### config.mk
export PLATFORM = sky130hd
export DESIGN_NAME = cfg_wlock
export DESIGN_NICKNAME = d
export VERILOG_FILES = /design/src/rtl/cfg_wlock_pkg.sv /design/src/rtl/cfg_wlock_keyfsm.sv /design/src/rtl/cfg_wlock_regbank.sv /design/src/rtl/cfg_wlock_rdmux.sv /design/src/rtl/cfg_wlock.sv
export SDC_FILE = /design/constraint.sdc
export NUM_CORES = 1
export LEC_CHECK = 0
export BUFFER_PORTS_ARGS = -buffer_cell sky130_fd_sc_hd__buf_2
export CORE_AREA = 2 2 118 120
export DETAILED_ROUTE_END_ITERATION = 6
export DIE_AREA = 0 0 120 122
export PLACE_DENSITY = 0.62
export SETUP_SLACK_MARGIN = 0.05
export SYNTH_ARGS = -nofsm -noshare
export SYNTH_HDL_FRONTEND = slang
export SYNTH_SLANG_ARGS = --single-unit
### constraint.sdc
create_clock -name clk -period 2.6 [get_ports clk]
set_clock_uncertainty 0.15 [all_clocks]
set_input_delay 0.26 -clock clk [delete_from_list [all_inputs] [get_ports clk]]
set_output_delay 0.26 -clock clk [all_outputs]
set_load 0.01 [all_outputs]
### src/rtl/cfg_wlock_pkg.sv
package cfg_wlock_pkg;

    localparam int DATA_W = 16;
    localparam int ADDR_W = 4;
    localparam int N_PROT = 4;
    localparam int N_OPEN = 2;

    localparam logic [DATA_W-1:0] UNLOCK_KEY = 16'hCE80;

    localparam int LOCK_ADDR = 0;
    localparam int PROT_BASE = LOCK_ADDR + 1;
    localparam int OPEN_BASE = PROT_BASE + N_PROT;

    typedef enum logic {
        ST_OPEN = 1'b0,
        ST_SHUT = 1'b1
    } lock_e;

endpackage

### src/rtl/cfg_wlock_keyfsm.sv
module cfg_wlock_keyfsm
    import cfg_wlock_pkg::*;
#(
    parameter int              AW       = ADDR_W,
    parameter int              DW       = DATA_W,
    parameter int              KEY_ADDR = LOCK_ADDR,
    parameter logic [DW-1:0]   KEY      = UNLOCK_KEY
) (
    input  logic          clk,
    input  logic          rst_n,
    input  logic          wr_en,
    input  logic [AW-1:0] addr,
    input  logic [DW-1:0] wdata,
    output logic          locked
);

    localparam logic [AW-1:0] KEY_SEL = AW'(KEY_ADDR);

    typedef struct packed {
        lock_e st;
    } key_state_t;

    key_state_t s_d, s_q;

    always_comb begin
        s_d = s_q;
        if (wr_en && (addr == KEY_SEL)) begin
            s_d.st = (wdata == KEY) ? ST_OPEN : ST_SHUT;
        end
    end

    always_ff @(posedge clk or negedge rst_n) begin
        if (!rst_n) begin
            s_q <= '{st: ST_OPEN};
        end else begin
            s_q <= s_d;
        end
    end

    assign locked = (s_q.st == ST_SHUT);

endmodule

### src/rtl/cfg_wlock_regbank.sv
module cfg_wlock_regbank
    import cfg_wlock_pkg::*;
#(
    parameter int                 AW      = ADDR_W,
    parameter int                 DW      = DATA_W,
    parameter int                 N       = N_PROT,
    parameter int                 BASE    = PROT_BASE,
    parameter logic [N*DW-1:0]    RST_VAL = '0
) (
    input  logic            clk,
    input  logic            rst_n,
    input  logic            wr_en,
    input  logic [AW-1:0]   addr,
    input  logic [DW-1:0]   wdata,
    input  logic            blocked,
    output logic [N*DW-1:0] regs
);

    typedef struct packed {
        logic [N-1:0][DW-1:0] r;
    } bank_t;

    bank_t b_d, b_q;
    logic [N-1:0] hit;

    for (genvar g = 0; g < N; g++) begin : g_dec
        localparam logic [AW-1:0] SEL = AW'(BASE + g);
        assign hit[g] = wr_en && (addr == SEL);
    end

    always_comb begin
        b_d = b_q;
        for (int i = 0; i < N; i++) begin
            if (hit[i] && !blocked) begin
                b_d.r[i] = wdata;
            end
        end
    end

    always_ff @(posedge clk or negedge rst_n) begin
        if (!rst_n) begin
            b_q <= RST_VAL;
        end else begin
            b_q <= b_d;
        end
    end

    assign regs = b_q;

endmodule

### src/rtl/cfg_wlock_rdmux.sv
module cfg_wlock_rdmux
    import cfg_wlock_pkg::*;
#(
    parameter int AW = ADDR_W,
    parameter int DW = DATA_W,
    parameter int NP = N_PROT,
    parameter int NO = N_OPEN
) (
    input  logic             [AW-1:0] addr,
    input  logic                      locked,
    input  logic          [NP*DW-1:0] prot_regs,
    input  logic          [NO*DW-1:0] open_regs,
    output logic             [DW-1:0] rd_data
);

    localparam logic [AW-1:0] KEY_SEL = AW'(LOCK_ADDR);

    always_comb begin
        rd_data = '0;
        if (addr == KEY_SEL) begin
            rd_data = {{(DW-1){1'b0}}, locked};
        end
        for (int i = 0; i < NP; i++) begin
            if (addr == AW'(PROT_BASE + i)) begin
                rd_data = prot_regs[i*DW +: DW];
            end
        end
        for (int j = 0; j < NO; j++) begin
            if (addr == AW'(PROT_BASE + NP + j)) begin
                rd_data = open_regs[j*DW +: DW];
            end
        end
    end

endmodule

### src/rtl/cfg_wlock.sv
module cfg_wlock
    import cfg_wlock_pkg::*;
#(
    parameter int                     AW       = ADDR_W,
    parameter int                     DW       = DATA_W,
    parameter int                     NP       = N_PROT,
    parameter int                     NO       = N_OPEN,
    parameter logic [DW-1:0]          KEY      = UNLOCK_KEY,
    parameter logic [NP*DW-1:0]       PROT_RST = '0,
    parameter logic [NO*DW-1:0]       OPEN_RST = '0
) (
    input  logic             clk,
    input  logic             rst_n,
    input  logic             wr_en,
    input  logic [AW-1:0]    addr,
    input  logic [DW-1:0]    wdata,
    output logic [DW-1:0]    rd_data,
    output logic             locked,
    output logic [NP*DW-1:0] prot_cfg,
    output logic [NO*DW-1:0] open_cfg
);

    logic lock_q;

    cfg_wlock_keyfsm #(
        .AW(AW), .DW(DW), .KEY_ADDR(LOCK_ADDR), .KEY(KEY)
    ) u_key (
        .clk(clk), .rst_n(rst_n), .wr_en(wr_en),
        .addr(addr), .wdata(wdata), .locked(lock_q)
    );

    cfg_wlock_regbank #(
        .AW(AW), .DW(DW), .N(NP), .BASE(PROT_BASE), .RST_VAL(PROT_RST)
    ) u_prot (
        .clk(clk), .rst_n(rst_n), .wr_en(wr_en), .addr(addr),
        .wdata(wdata), .blocked(lock_q), .regs(prot_cfg)
    );

    cfg_wlock_regbank #(
        .AW(AW), .DW(DW), .N(NO), .BASE(PROT_BASE + NP), .RST_VAL(OPEN_RST)
    ) u_open (
        .clk(clk), .rst_n(rst_n), .wr_en(wr_en), .addr(addr),
        .wdata(wdata), .blocked(1'b0), .regs(open_cfg)
    );

    cfg_wlock_rdmux #(
        .AW(AW), .DW(DW), .NP(NP), .NO(NO)
    ) u_rd (
        .addr(addr), .locked(lock_q), .prot_regs(prot_cfg),
        .open_regs(open_cfg), .rd_data(rd_data)
    );

    assign locked = lock_q;

endmodule

# Word level (Yosys, flattened, before mapping)
# Index checks and enable logic that the tools add are counted.
dict set report op_classes {
  n_reduce_logical 13
  n_eq_ne 7
  muxes 8
}
# cell n
set ops {}
lappend ops {{16-bit 2-to-1 mux} 6}
lappend ops {{16-bit == test, second input constant} 1}
lappend ops {{4-bit by 3-bit == test with 1-bit output, second input constant} 3}
lappend ops {{1-bit logical AND} 11}
lappend ops {{4-bit by 2-bit == test with 1-bit output, second input constant} 2}
lappend ops {{4-bit by 1-bit == test with 1-bit output, second input constant} 1}
lappend ops {{4-bit zero test} 1}
lappend ops {{1-bit 2-to-1 mux} 2}
lappend ops {{1-bit zero test} 1}
dict set report word_totals {
  inputBits 23
  reg_bits 97
  output_inout_bits 113
}

# Logic depth before layout (Yosys ltp)
dict set report depth {
  word_depth 8
  mapped_depth 6
}

# Hierarchy
# Synthesis repeated with hierarchy kept, for this count alone.
dict set report hier_totals {
  cells_unflattened 338
  area_unflattened_um2 4779.6
}
# mod cells_per_inst area_each_um2 seq_area_each_um2 instances
set modules_own_cells {}
lappend modules_own_cells {{cfg_wlock_regbank (u_prot)} 141 2486.1 1601.5 1}
lappend modules_own_cells {{cfg_wlock_regbank (u_open)} 69 1311.3 800.8 1}
lappend modules_own_cells {cfg_wlock_rdmux 118 883.3 0.0 1}
lappend modules_own_cells {cfg_wlock_keyfsm 9 95.1 25.0 1}
lappend modules_own_cells {cfg_wlock 1 3.8 0.0 1}

# Least setup slack after synthesis
# OpenSTA, ideal clock, no wires.
dict set report synth_timing {
  path_kind {input-to-output}
  startpoint {input addr[1]}
  endpoint {output rd_data[10]}
  cell_stages 6
  t_arrival_ns 1.393
  setup_slack_ns 0.797
  path_cell_list {buf_2 buf_2 clkbuf_1 a21o_1 o2111ai_1 a22oi_1}
}
dict set report synth_between {
  elab_chain_cells 7
  word_cells_on_any_way 12
}
# element line
set synth_lines {}
lappend synth_lines {{from (decl)} cfg_wlock.sv:15} ;# input logic [AW-1:0] addr,
lappend synth_lines {{4-bit by 1-bit == test with 1-bit output} cfg_wlock_rdmux.sv:24} ;# if (addr == AW'(PROT_BASE + i)) begin
lappend synth_lines {{16-bit 2-to-1 mux (4 in series)} cfg_wlock_rdmux.sv:24}
lappend synth_lines {{16-bit 2-to-1 mux} cfg_wlock_rdmux.sv:29} ;# if (addr == AW'(PROT_BASE + NP + j)) begin
lappend synth_lines {{16-bit 2-to-1 mux (*)} cfg_wlock_rdmux.sv:29}
lappend synth_lines {{to (decl)} cfg_wlock.sv:17} ;# output logic [DW-1:0] rd_data,
# Mark *: on every way between the ends. The rest lies on a longest branch, timed or not.

# Worst setup path in the final report
dict set report layout_timing {
  startpoint {input addr[0]}
  endpoint {output rd_data[1]}
}
# Same word-level chain as after synthesis.

==> results.py <==
metrics = {
    "power": {
        "combinationalPowerShare_pct": 26.9,
        "seq_power_share_pct": 45.5,
        "p_leak_uw": 0.00287,
        "ir_worst_vdd_v": 0.000313,
        "p_int_uw": 3370,
        "switching_share_pct": 31.2,
        "switchingPower_uw": 1530,
        "pwr-share-clk_pct": 27.5,
        "p_per_area_nw_per_um2": 846,
        "p_total_uw": 4900,
    },
    "routing": {
        "vias_per_cell": 5.39,
        "first_pass_iters": 7,
        "drtIter0Drc": 270,
        "wirelength_um": 13600,
        "ant_nets": 0,
        "wire_per_inst_um": 20.7,
        "num_vias": 3560,
        "route.detailed.drc": 2,
    },
    "yosys": {
        "synthArstFlopShare_pct": 100,
        "syn-num-nets": 367,
        "ys_seq_area_share_pct": 52.5,
        "yosysWarnings": 0,
        "yosysMostFrequentCell": "mux2_2",
        "synth_edf_count": 0,
        "ys.flop_type": "dfrtp_1",
        "syn_inst": 344,
        "synth_area_leader_cell": "dfrtp_1",
        "synth-seq-cells": 97,
        "synthTopCellsByCount": "mux2_2, dfrtp_1, or2_2",
        "yosys-top-cells-area": "dfrtp_1, mux2_2, o2111ai_1",
        "syn_area_um2": 4620,
        "synth_top_area_share_pct": 52.5,
        "synth_area_per_cell_um2": 13.4,
        "yosys.cell_types.count": 42,
    },
    "die": {
        "die_area_um2": 14600,
        "die_h_um": 122,
        "placeableCoreArea_um2": 13500,
        "io_pins": 136,
        "fp.dieW_um": 120,
        "fp-row-count": 43,
        "initial_core_util_pct": 34.2,
    },
    "timing": {
        "fmax_ghz": 0.456,
        "worst_slack_ns": 0.406,
        "slew_headroom_pct": 59.4,
        "rsz0062_at_grt": "false",
        "hold_viol_final": 0,
        "finalSetupViolCount": 0,
        "slew_viol_final": 0,
        "worst_slew_pin_slew_ns": 0.609,
        "finalCriticalPeriod_ns": 2.19,
        "fin_tns_setup_ns": 0,
        "whs_ns": 0.0904,
        "fin_crit_sh_pct": 84.4,
    },
    "cts": {
        "clock_path_buffers": 2,
        "htreeDepth": 3,
        "root_buffer": "clkbuf_16",
        "cts_resized": 0,
        "clk_latency_ns": 0.34,
        "clock-sinks": 97,
        "numCtsBuffers": 9,
        "clkTransAtPathRegs_ns": 0.06,
        "tritoncts": "done",
    },
    "grt": {
        "met2_usage_pct": 28.9,
        "met1_usage_pct": 25.0,
        "grt_pass1_vias": 3693,
        "track_usage_pct": 18.9,
        "grt_max_degree": 54,
        "grt_first_pass_wirelength_um": 21100,
        "use_met3_pct": 5.52,
        "grt_busiest_layer": "met2",
        "gr-total-overflow": 0,
        "antenna_found_initial": 0,
    },
    "worst_setup_path": {
        "critPathKind": "input port to primary output",
        "cp.required_ns": 2.19,
        "cp-start-kind": "input port",
        "cp_cell_sequence": "buf_2 > nand2b_1 > o22ai_1 > a22oi_1 > buf_2",
        "path_delay_family": "buffers and inverters",
        "reg2regPathDepth": 3,
        "cpPeakStageDelay_ns": 0.53,
        "timing.rr.start": "u_key.locked",
        "critPathArrivalTime_ns": 1.78,
        "critPathMaxFanout": 22,
        "crit_top_cell": "buf_2",
        "cpMaxStageDelayCell": "nand2b_1",
        "path_buf_inv": 2,
        "endpoint_kind": "primary output",
        "r2r_slack_ns": 0.69,
        "rr_endpoint": "u_prot.regs[22]",
    },
    "placed_design": {
        "io_buffers": 135,
        "dpl_worst_slack_ns": 0.406,
        "dp_cells": 644,
        "hpwl_um": 9720,
        "gp_congestion": 0.812,
    },
    "run_status": {
        "status": "finished with violations",
        "violations": "DRC",
    },
    "final_layout": {
        "nets": 499,
        "antenna_cells": 0,
        "stdcell_count": 660,
        "drive_above_1_share_pct": 58.5,
        "area_growth_pct": 25.2,
    },
    "hold_path": {
        "min_from": "wdata[13]",
        "min_path_cells": 2,
        "hold_class": "input port to register",
        "hold_end": "u_prot.regs[29]",
    },
    "flow_run": {
        "drv_cap": 0,
    },
}
final cells by class:
class                           instances  area (um2)
Fill cell                            1264        7720
Sequential cell                        97        2430
Timing Repair Buffer                  146         788
Clock buffer                           13         260
Multi-Input combinational cell        219        2040
Inverter                                3        11.3
Clock inverter                          2        37.5
Tap cell                              180         225
repair_timing:
item	4_1_cts	5_1_grt
endpoints found under the hold margin	44	0
buffers inserted	0	0
hold buffers	1	0
worst max path at each step:
stage,start,slack [ns],to,depth (start not counted)
floorplan,addr[1],0.80,rd_data[10],6
global placement,addr[0],0.47,rd_data[14],5
detailed placement,addr[0],0.41,rd_data[1],6
CTS,addr[0],0.41,rd_data[1],6
global route,addr[0],0.28,rd_data[1],6
finish,addr[0],0.41,rd_data[1],5
power groups by stage:
stage / combinational, uW / clock (uW) / sequential, uW
final: 1320 / 1350 / 2230
after global routing: 1450 / 1420 / 2280
after CTS: 1340 / 1380 / 2230
after detailed placement: 1330 / 0 / 2250
after global placement: 1310 / 0 / 2240
after floorplan: 537 / 0 / 2350
flip-flops by register name, indices dropped and copies added (netlist names):
| signal | flops |
|---|---|
| u_open.regs | 32 |
| u_prot.regs | 64 |
| u_key.locked | 1 |
layer usage:
| layer | routed length [um] | up-vias |
|---|---|---|
| met5 | 0 | - |
| met3 | 1070 | 25 |
| met4 | 320 | 0 |
| li1 | - | 1577 |
| met1 | 6030 | 1813 |
| met2 | 6220 | 145 |
stage by stage:
step,utilization (%),area (um2)
2_1_floorplan,-,4620
3_3_place_gp,40.6,5480
3_5_place_dp,40.6,5480
4_1_cts,42.8,5790
5_1_grt,42.8,5790
6_report,42.8,5790
cells by family (layout without fill, tap and decap cells):
logic type	count (synthesis)	in the layout	share of synthesized area [%]
AOI/OAI and AO/OA	73	73	12.2
buffers and inverters	28	164	3.39
and+or+nand+nor	46	46	7.50
DFF	97	97	52.5
muxes	100	100	24.3
cell usage in the layout (no fill, tap or decap), drive strengths merged, types with 2 or more instances in the layout:
master | Yosys | final
a21o | 14 | 14
a2bb2oi | 4 | 4
or2 | 16 | 16
dfrtp | 97 | 97
nand2b | 2 | 2
nand2 | 5 | 5
nand3 | 2 | 2
buf | 17 | 145
o221ai | 4 | 4
inv | 3 | 3
nor2 | 2 | 2
nor4bb | 2 | 2
mux2 | 99 | 99
nor2b | 6 | 6
clkbuf | 8 | 13
o22ai | 11 | 11
o211ai | 10 | 10
nor4b | 2 | 2
o2111ai | 14 | 14
and3 | 2 | 2
a22oi | 10 | 10
Note: power is estimated with default switching activity, not from simulation.
